===== config.mk =====
export PLATFORM = sky130hd
export DESIGN_NAME = prc_guard
export DESIGN_NICKNAME = d
export VERILOG_FILES = /design/src/rtl/prc_pkg.sv /design/src/rtl/prc_regbank.sv /design/src/rtl/prc_range_match.sv /design/src/rtl/prc_err_flags.sv /design/src/rtl/prc_guard.sv
export SDC_FILE = /design/constraint.sdc
export NUM_CORES = 1
export LEC_CHECK = 0
export BUFFER_PORTS_ARGS = -buffer_cell sky130_fd_sc_hd__buf_2
export CAP_MARGIN = 10
export CELL_PAD_IN_SITES_DETAIL_PLACEMENT = 1
export CELL_PAD_IN_SITES_GLOBAL_PLACEMENT = 1
export CORE_ASPECT_RATIO = 0.5
export CORE_MARGIN = 5
export CORE_UTILIZATION = 52
export DETAILED_ROUTE_END_ITERATION = 8
export PLACE_DENSITY = 0.9
export SLEW_MARGIN = 0
export SYNTH_ARGS = -nofsm -noshare
export SYNTH_HDL_FRONTEND = slang
export SYNTH_SLANG_ARGS = --single-unit

===== constraint.sdc =====
create_clock -name clk -period 3.7 [get_ports clk]
set_input_delay 0.37 -clock clk [delete_from_list [all_inputs] [get_ports clk]]
set_output_delay 0.37 -clock clk [all_outputs]
set_load 0.02 [all_outputs]

===== src/rtl/prc_pkg.sv =====
package prc_pkg;
  localparam int PAGE_W     = 14;
  localparam int PAGE_SHIFT = 12;
  localparam int REG_W      = 32;

  typedef struct packed {
    logic              wp;
    logic [PAGE_W-1:0] limit;
    logic              rp;
    logic [PAGE_W-1:0] base;
  } range_t;

  function automatic range_t unpack_range(input logic [REG_W-1:0] w);
    range_t r;
    r.wp    = w[31];
    r.limit = w[29:16];
    r.rp    = w[15];
    r.base  = w[13:0];
    return r;
  endfunction

  function automatic logic [REG_W-1:0] pack_range(input range_t r);
    return {r.wp, 1'b0, r.limit, r.rp, 1'b0, r.base};
  endfunction
endpackage


===== src/rtl/prc_regbank.sv =====
module prc_regbank
  import prc_pkg::*;
#(
  parameter int NUM_RANGES = 5,
  parameter int REG_AW     = 3
) (
  input  logic                        clk,
  input  logic                        rst_n,
  input  logic                        lock_i,
  input  logic                        wr_en_i,
  input  logic [REG_AW-1:0]           wr_addr_i,
  input  logic [REG_W-1:0]            wr_data_i,
  output range_t [NUM_RANGES-1:0]     ranges_o,
  output logic                        locked_o
);
  range_t [NUM_RANGES-1:0] bank_q, bank_d;
  logic                    locked_q, locked_d;
  logic                    bank_en;

  always_comb begin
    locked_d = locked_q | lock_i;
    bank_en  = wr_en_i & ~locked_d;
    bank_d   = bank_q;
    for (int i = 0; i < NUM_RANGES; i++) begin
      if (wr_addr_i == REG_AW'(i)) bank_d[i] = unpack_range(wr_data_i);
    end
  end

  always_ff @(posedge clk or negedge rst_n) begin
    if (!rst_n) locked_q <= 1'b0;
    else        locked_q <= locked_d;
  end

  always_ff @(posedge clk or negedge rst_n) begin
    if (!rst_n)       bank_q <= '0;
    else if (bank_en) bank_q <= bank_d;
  end

  assign ranges_o = bank_q;
  assign locked_o = locked_q;

  // a latched lock freezes the whole bank
  a_r9_locked_bank_frozen: assert property (@(posedge clk) disable iff (!rst_n)
    locked_q |=> $stable(bank_q));
  // the lock never releases without reset
  a_r9_lock_sticky: assert property (@(posedge clk) disable iff (!rst_n)
    locked_q |=> locked_q);
endmodule


===== src/rtl/prc_range_match.sv =====
module prc_range_match
  import prc_pkg::*;
#(
  parameter int CMP_W = 14
) (
  input  range_t           range_i,
  input  logic [CMP_W-1:0] first_pg_i,
  input  logic [CMP_W-1:0] last_pg_i,
  input  logic             is_write_i,
  output logic             hit_o
);
  logic armed, span_ok, overlap;

  always_comb begin
    armed   = is_write_i ? range_i.wp : range_i.rp;
    span_ok = range_i.base <= range_i.limit;
    overlap = (first_pg_i <= CMP_W'(range_i.limit)) &&
              (last_pg_i  >= CMP_W'(range_i.base));
    hit_o   = armed & span_ok & overlap;
  end
endmodule


===== src/rtl/prc_err_flags.sv =====
module prc_err_flags #(
  parameter int NUM_SEQ = 2,
  parameter int SRC_W   = 1
) (
  input  logic               clk,
  input  logic               rst_n,
  input  logic               set_en_i,
  input  logic [SRC_W-1:0]   set_src_i,
  input  logic [NUM_SEQ-1:0] clr_mask_i,
  output logic [NUM_SEQ-1:0] err_o
);
  logic [NUM_SEQ-1:0] err_q, err_d, set_vec;
  logic               err_en;

  always_comb begin
    for (int i = 0; i < NUM_SEQ; i++) begin
      set_vec[i] = set_en_i && (set_src_i == SRC_W'(i));
    end
    err_d  = (err_q & ~clr_mask_i) | set_vec;
    err_en = set_en_i | (|clr_mask_i);
  end

  always_ff @(posedge clk or negedge rst_n) begin
    if (!rst_n)      err_q <= '0;
    else if (err_en) err_q <= err_d;
  end

  assign err_o = err_q;

  for (genvar g = 0; g < NUM_SEQ; g++) begin : g_sticky
    // a flag holds until its clear bit is written
    a_r8_flag_sticky: assert property (@(posedge clk) disable iff (!rst_n)
      (err_q[g] && !clr_mask_i[g]) |=> err_q[g]);
  end
endmodule


===== src/rtl/prc_guard.sv =====
module prc_guard
  import prc_pkg::*;
#(
  parameter int NUM_RANGES = 5,
  parameter int ADDR_W     = 24,
  parameter int LEN_W      = 6,
  parameter int NUM_SEQ    = 2,
  localparam int SRC_W     = (NUM_SEQ > 1) ? $clog2(NUM_SEQ) : 1
) (
  input  logic               clk,
  input  logic               rst_n,
  input  logic               lock_i,
  input  logic               reg_we_i,
  input  logic [2:0]         reg_addr_i,
  input  logic [31:0]        reg_wdata_i,
  output logic [31:0]        reg_rdata_o,
  input  logic               req_valid_i,
  input  logic [ADDR_W-1:0]  req_addr_i,
  input  logic [LEN_W-1:0]   req_len_m1_i,
  input  logic               req_write_i,
  input  logic [SRC_W-1:0]   req_src_i,
  output logic               resp_valid_o,
  output logic               resp_allow_o,
  output logic               resp_deny_o,
  output logic [NUM_SEQ-1:0] acc_err_o
);
  localparam int          REG_AW   = 3;
  localparam logic [2:0]  ERR_ADDR = 3'd7;
  localparam int          LAST_W   = ADDR_W + 1;
  localparam int          PG_W     = LAST_W - PAGE_SHIFT;
  localparam int          CMP_W    = (PG_W > PAGE_W) ? PG_W : PAGE_W;

  range_t [NUM_RANGES-1:0] ranges;
  logic                    locked;
  logic [NUM_RANGES-1:0]   hits;
  logic [LAST_W-1:0]       last_addr;
  logic [CMP_W-1:0]        first_pg, last_pg;
  logic                    any_hit;
  logic                    valid_d, allow_d, deny_d;
  logic                    valid_q, allow_q, deny_q;
  logic [SRC_W-1:0]        src_d, src_q;
  logic [NUM_SEQ-1:0]      clr_mask;

  prc_regbank #(.NUM_RANGES(NUM_RANGES), .REG_AW(REG_AW)) u_bank (
    .clk(clk), .rst_n(rst_n), .lock_i(lock_i),
    .wr_en_i(reg_we_i), .wr_addr_i(reg_addr_i), .wr_data_i(reg_wdata_i),
    .ranges_o(ranges), .locked_o(locked)
  );

  always_comb begin
    last_addr = {1'b0, req_addr_i} + LAST_W'(req_len_m1_i);
    first_pg  = CMP_W'(req_addr_i >> PAGE_SHIFT);
    last_pg   = CMP_W'(last_addr >> PAGE_SHIFT);
  end

  for (genvar g = 0; g < NUM_RANGES; g++) begin : g_match
    prc_range_match #(.CMP_W(CMP_W)) u_match (
      .range_i(ranges[g]), .first_pg_i(first_pg), .last_pg_i(last_pg),
      .is_write_i(req_write_i), .hit_o(hits[g])
    );
  end

  always_comb begin
    any_hit = |hits;
    valid_d = req_valid_i;
    allow_d = req_valid_i & ~any_hit;
    deny_d  = req_valid_i &  any_hit;
    src_d   = req_valid_i ? req_src_i : src_q;
  end

  always_ff @(posedge clk or negedge rst_n) begin
    if (!rst_n) begin
      valid_q <= 1'b0;
      allow_q <= 1'b0;
      deny_q  <= 1'b0;
      src_q   <= '0;
    end else begin
      valid_q <= valid_d;
      allow_q <= allow_d;
      deny_q  <= deny_d;
      src_q   <= src_d;
    end
  end

  always_comb begin
    clr_mask = '0;
    if (reg_we_i && reg_addr_i == ERR_ADDR) clr_mask = reg_wdata_i[NUM_SEQ-1:0];
  end

  prc_err_flags #(.NUM_SEQ(NUM_SEQ), .SRC_W(SRC_W)) u_err (
    .clk(clk), .rst_n(rst_n), .set_en_i(deny_d), .set_src_i(req_src_i),
    .clr_mask_i(clr_mask), .err_o(acc_err_o)
  );

  always_comb begin
    reg_rdata_o = '0;
    if (reg_addr_i == ERR_ADDR) begin
      reg_rdata_o = 32'(acc_err_o);
    end else begin
      for (int i = 0; i < NUM_RANGES; i++) begin
        if (reg_addr_i == REG_AW'(i)) reg_rdata_o = pack_range(ranges[i]);
      end
    end
  end

  assign resp_valid_o = valid_q;
  assign resp_allow_o = allow_q;
  assign resp_deny_o  = deny_q;

  // a verdict follows every strobe on the next clock
  a_r7_resp_follows_req: assert property (@(posedge clk) disable iff (!rst_n)
    req_valid_i |=> resp_valid_o);
  // no verdict without a strobe
  a_r7_no_spurious_resp: assert property (@(posedge clk) disable iff (!rst_n)
    !req_valid_i |=> !resp_valid_o);
  // exactly one verdict while valid
  a_r7_single_verdict: assert property (@(posedge clk) disable iff (!rst_n)
    resp_valid_o |-> $countones({resp_allow_o, resp_deny_o}) == 1);
  // verdict lines idle outside the response cycle
  a_r7_idle_lines: assert property (@(posedge clk) disable iff (!rst_n)
    !resp_valid_o |-> !resp_allow_o && !resp_deny_o);
  // a deny leaves its sequencer flagged
  a_r8_deny_flags_src: assert property (@(posedge clk) disable iff (!rst_n)
    resp_deny_o |-> acc_err_o[src_q]);
endmodule


==> results.json <==
{
  "status": "finished with violations",
  "violations": "hold timing, setup timing",
  "reg2reg_depth": 11,
  "crit_required_ns": 4.05,
  "clk_latency_ns": 0.47,
  "dp_slack_ns": -0.7714,
  "crit_slowest_cell": "or4_4",
  "io_buffers": 104,
  "grt_max_degree": 104,
  "cts-buffers-inserted": 17,
  "final_common_cell": "ha_1",
  "final_cell_mix": "ha_1 (199), dfrtp_1 (156), inv_1 (145), mux2_2 (124), buf_2 (103)",
  "power_density_mw_per_mm2": 335.3,
  "seq_area_mm2": 0.003904,
  "place_inst": 1590,
  "hold_class": "primary input to async pin",
  "synth_top_area_share_pct": 32.77,
  "ys_types": 63,
  "yosysTopAreaCell": "dfrtp_1",
  "synth_area_leaders": "dfrtp_1 (33%), ha_1 (21%), mux2_2 (12%)",
  "hold_viol": 1,
  "routed-via-count": 11060,
  "ir_worst_vdd_v": 0.0002830,
  "r2r-start": "u_bank.ranges_o[110]",
  "grt_antenna_before_repair": 0,
  "path_buf_inv": 3,
  "first_global_vias": 11970,
  "tritoncts": "done",
  "multi_input_area_mm2": 0.007431,
  "ant_nets": 0,
  "syn_to_final_growth_pct": 16.46,
  "drv_cap": 0,
  "crit_path_start_kind": "primary input",
  "instances_no_fill": 1624,
  "htree_num_levels": 4,
  "max_freq_mhz": 261.2,
  "swShare_pct": 30.71,
  "ys_seq_area_share_pct": 32.77,
  "die_x_um": 224.1,
  "gr-total-overflow": 0,
  "cts.sinks": 156,
  "fp-row-count": 39,
  "cp.arrival_ns": 4.18,
  "synth-async-reset-ratio_pct": 100.0,
  "start_util_pct": 52.50,
  "die_y_um": 117.0,
  "clock_skew_ns": 0.01630,
  "cts_root_buf": "clkbuf_16",
  "power_frac_seq_pct": 39.0,
  "gr-usage-met1_pct": 45.34,
  "critical_path.cell_chain": "buf_2 -> ha_1 -> a31o_2 -> a21o_1 -> a21o_1 -> a21oi_2 -> buf_6 -> nor2_2 -> and3_4 -> nand2_2 -> xnor2_4 -> ha_1 -> nand4b_1 -> or4_4 -> a2111oi_4 -> nor4_4 -> buf_4 -> and2_1",
  "routed_wl_mm": 49.57,
  "grtUsageMet2_pct": 60.95,
  "synth-edff-count": 0,
  "fillers": 2501,
  "period_needed_ns": 3.828,
  "grt_pass1_wl_mm": 73.44,
  "slowest_delay_ns": 0.62,
  "setup_ws_ns": -0.1281,
  "clock_path_buffers": 2,
  "hold_slack_ns": -0.002693,
  "cp_max_fo": 5,
  "synthCells": 1157,
  "ys.flop_type": "dfrtp_1",
  "cts.clk_slew.worst_paths_ns": 0.07,
  "gp_congestion": 0.9837,
  "core_mm2": 0.02269,
  "critPathTopFamily": "simple AND/OR/NAND/NOR gates",
  "maxSlewHeadroom_pct": 25.16,
  "fp.dieArea_mm2": 0.02622,
  "critical_path_depth": 18,
  "worst_slew_pin_slew_ns": 1.123,
  "grt_most_used_layer": "met2",
  "r2r_end": "resp_allow_o",
  "grt.total_usage_pct": 37.99,
  "vias_per_cell": 6.809,
  "p_int_mw": 3.223,
  "hpwlAfterDp_mm": 35.65,
  "first_pass_iters": 7,
  "cellLeakagePower_nw": 6.830,
  "drc_errors": 0,
  "finalSetupViolations": 4,
  "gr-usage-met3_pct": 12.38,
  "switching_power_mw": 1.429,
  "slew_viol_final": 0,
  "endpoint_kind": "flop",
  "critPathLaunch": "req_addr_i[1]",
  "drive_gt1_share_pct": 27.64,
  "fin_crit_sh_pct": 103.5,
  "syn-mean-instance-area_um2": 10.30,
  "rsz0062_at_grt": "true",
  "crit_type": "primary input to flop",
  "yosysWarnings": 0,
  "pwr-share-clk_pct": 41.2,
  "ff2ff_setup_slack_ns": 0.28,
  "wl_per_cell_um": 30.53,
  "synth-seq-cells": 156,
  "drt-initial-drc-count": 1295,
  "n_antenna_cell": 0,
  "ios": 109,
  "pwr-share-comb_pct": 19.8,
  "endpoint": "resp_allow_o",
  "syn_area_mm2": 0.01191,
  "final_nets": 1576
}
-- per-stage QoR --
stage	hold slack, ns	util (%)	setup TNS (ns)	area (um^2)	total power [mW]
detailed placement	0.4682	57.90	-2.997	13140	2.677
finish	-0.002693	61.14	-0.3484	13870	4.652
global placement	0.4447	57.90	-2.150	13140	2.609
floorplan	0.07441	-	0	11930	2.278
CTS	0.08818	60.92	0	13820	4.597
global route	0.08299	61.14	-0.5664	13870	4.796
-- synthesized netlist by cell type, types with 3 or more instances --
master	number
ha_1	200
mux2_2	124
and2_1	3
or4_1	3
a21o_1	25
nand2_1	70
nand2b_1	7
a211o_1	3
nor4_1	5
nand4_1	26
a211oi_1	13
nor3_1	13
inv_1	145
a21oi_1	62
and4_1	6
xor2_1	3
a21boi_0	3
a2111oi_0	3
buf_4	3
and3_1	5
a22o_1	24
nor2b_1	12
mux4_2	24
xnor2_1	9
a22oi_1	10
buf_2	6
nand3_1	24
a31oi_1	4
dfrtp_1	156
clkbuf_1	25
mux2i_1	12
o22ai_1	5
nor2_1	27
o211ai_1	7
o21ai_0	54
o21a_1	3
-- routing by layer --
layer	up-vias	share of wire, %	routed length, um
met5	-	0	0
met4	0	7.0	3448
met3	294	11	5400
met2	764	44	21780
met1	5482	38	18940
li1	4518	-	-
-- cells by family (layout without fill, tap and decap cells) --
group                      after synthesis  count (layout)  synth area share [%]
adders and majority gates              200             200                 21.01
DFF                                    156             156                 32.77
buffers and inverters                  181             340                 5.945
other                                    1               2               0.03148
and+or+nand+nor                        207             207                 8.812
xor gates and xnor gates                12              12                0.8823
AOI/OAI and AO/OA                      240             240                 13.29
muxes                                  160             160                 17.27
-- worst min-delay path by stage --
stage / from / to / slack, ns / cells past startpoint
4_1_cts: rst_n / u_bank.ranges_o[34] / 0.09 / 1
2_1_floorplan: rst_n / resp_allow_o / 0.07 / 0
3_5_place_dp: u_bank.locked_o / u_bank.locked_o / 0.47 / 2
6_report: rst_n / u_bank.ranges_o[122] / -0.003 / 1
5_1_grt: req_valid_i / resp_valid_o / 0.08 / 1
3_3_place_gp: u_bank.locked_o / u_bank.locked_o / 0.44 / 2
-- layout make-up --
class / count / share of cell area, %
clock buffer: 23 / 3.445
multi-input combinational: 821 / 53.56
timing repair buffer: 163 / 7.197
sequential: 156 / 28.14
clock inverter: 9 / 0.9650
inverter: 145 / 3.923
tap: 307 / 2.769
-- power groups by stage --
stage	logic, mW	clock network (mW)	registers (mW)
6_report	0.920	1.92	1.81
5_1_grt	0.971	2.01	1.82
4_1_cts	0.868	1.92	1.81
3_5_place_dp	0.835	0	1.84
3_3_place_gp	0.772	0	1.84
2_1_floorplan	0.455	0	1.82
-- state kept, by name, summed over array words and instances, names as in the netlist --
name	flops
u_bank.ranges_o	150
resp_deny_o	1
resp_allow_o	1
u_bank.locked_o	1
resp_valid_o	1
u_err.err_o	2
-- what timing repair did --
action,4_1_cts,5_1_grt
resized for setup,11,8
setup endpoints to repair,4,4
hold buffers,0,0
pin swaps,6,7
buffers inserted,2,1
Note: power is estimated with default switching activity, not from simulation.
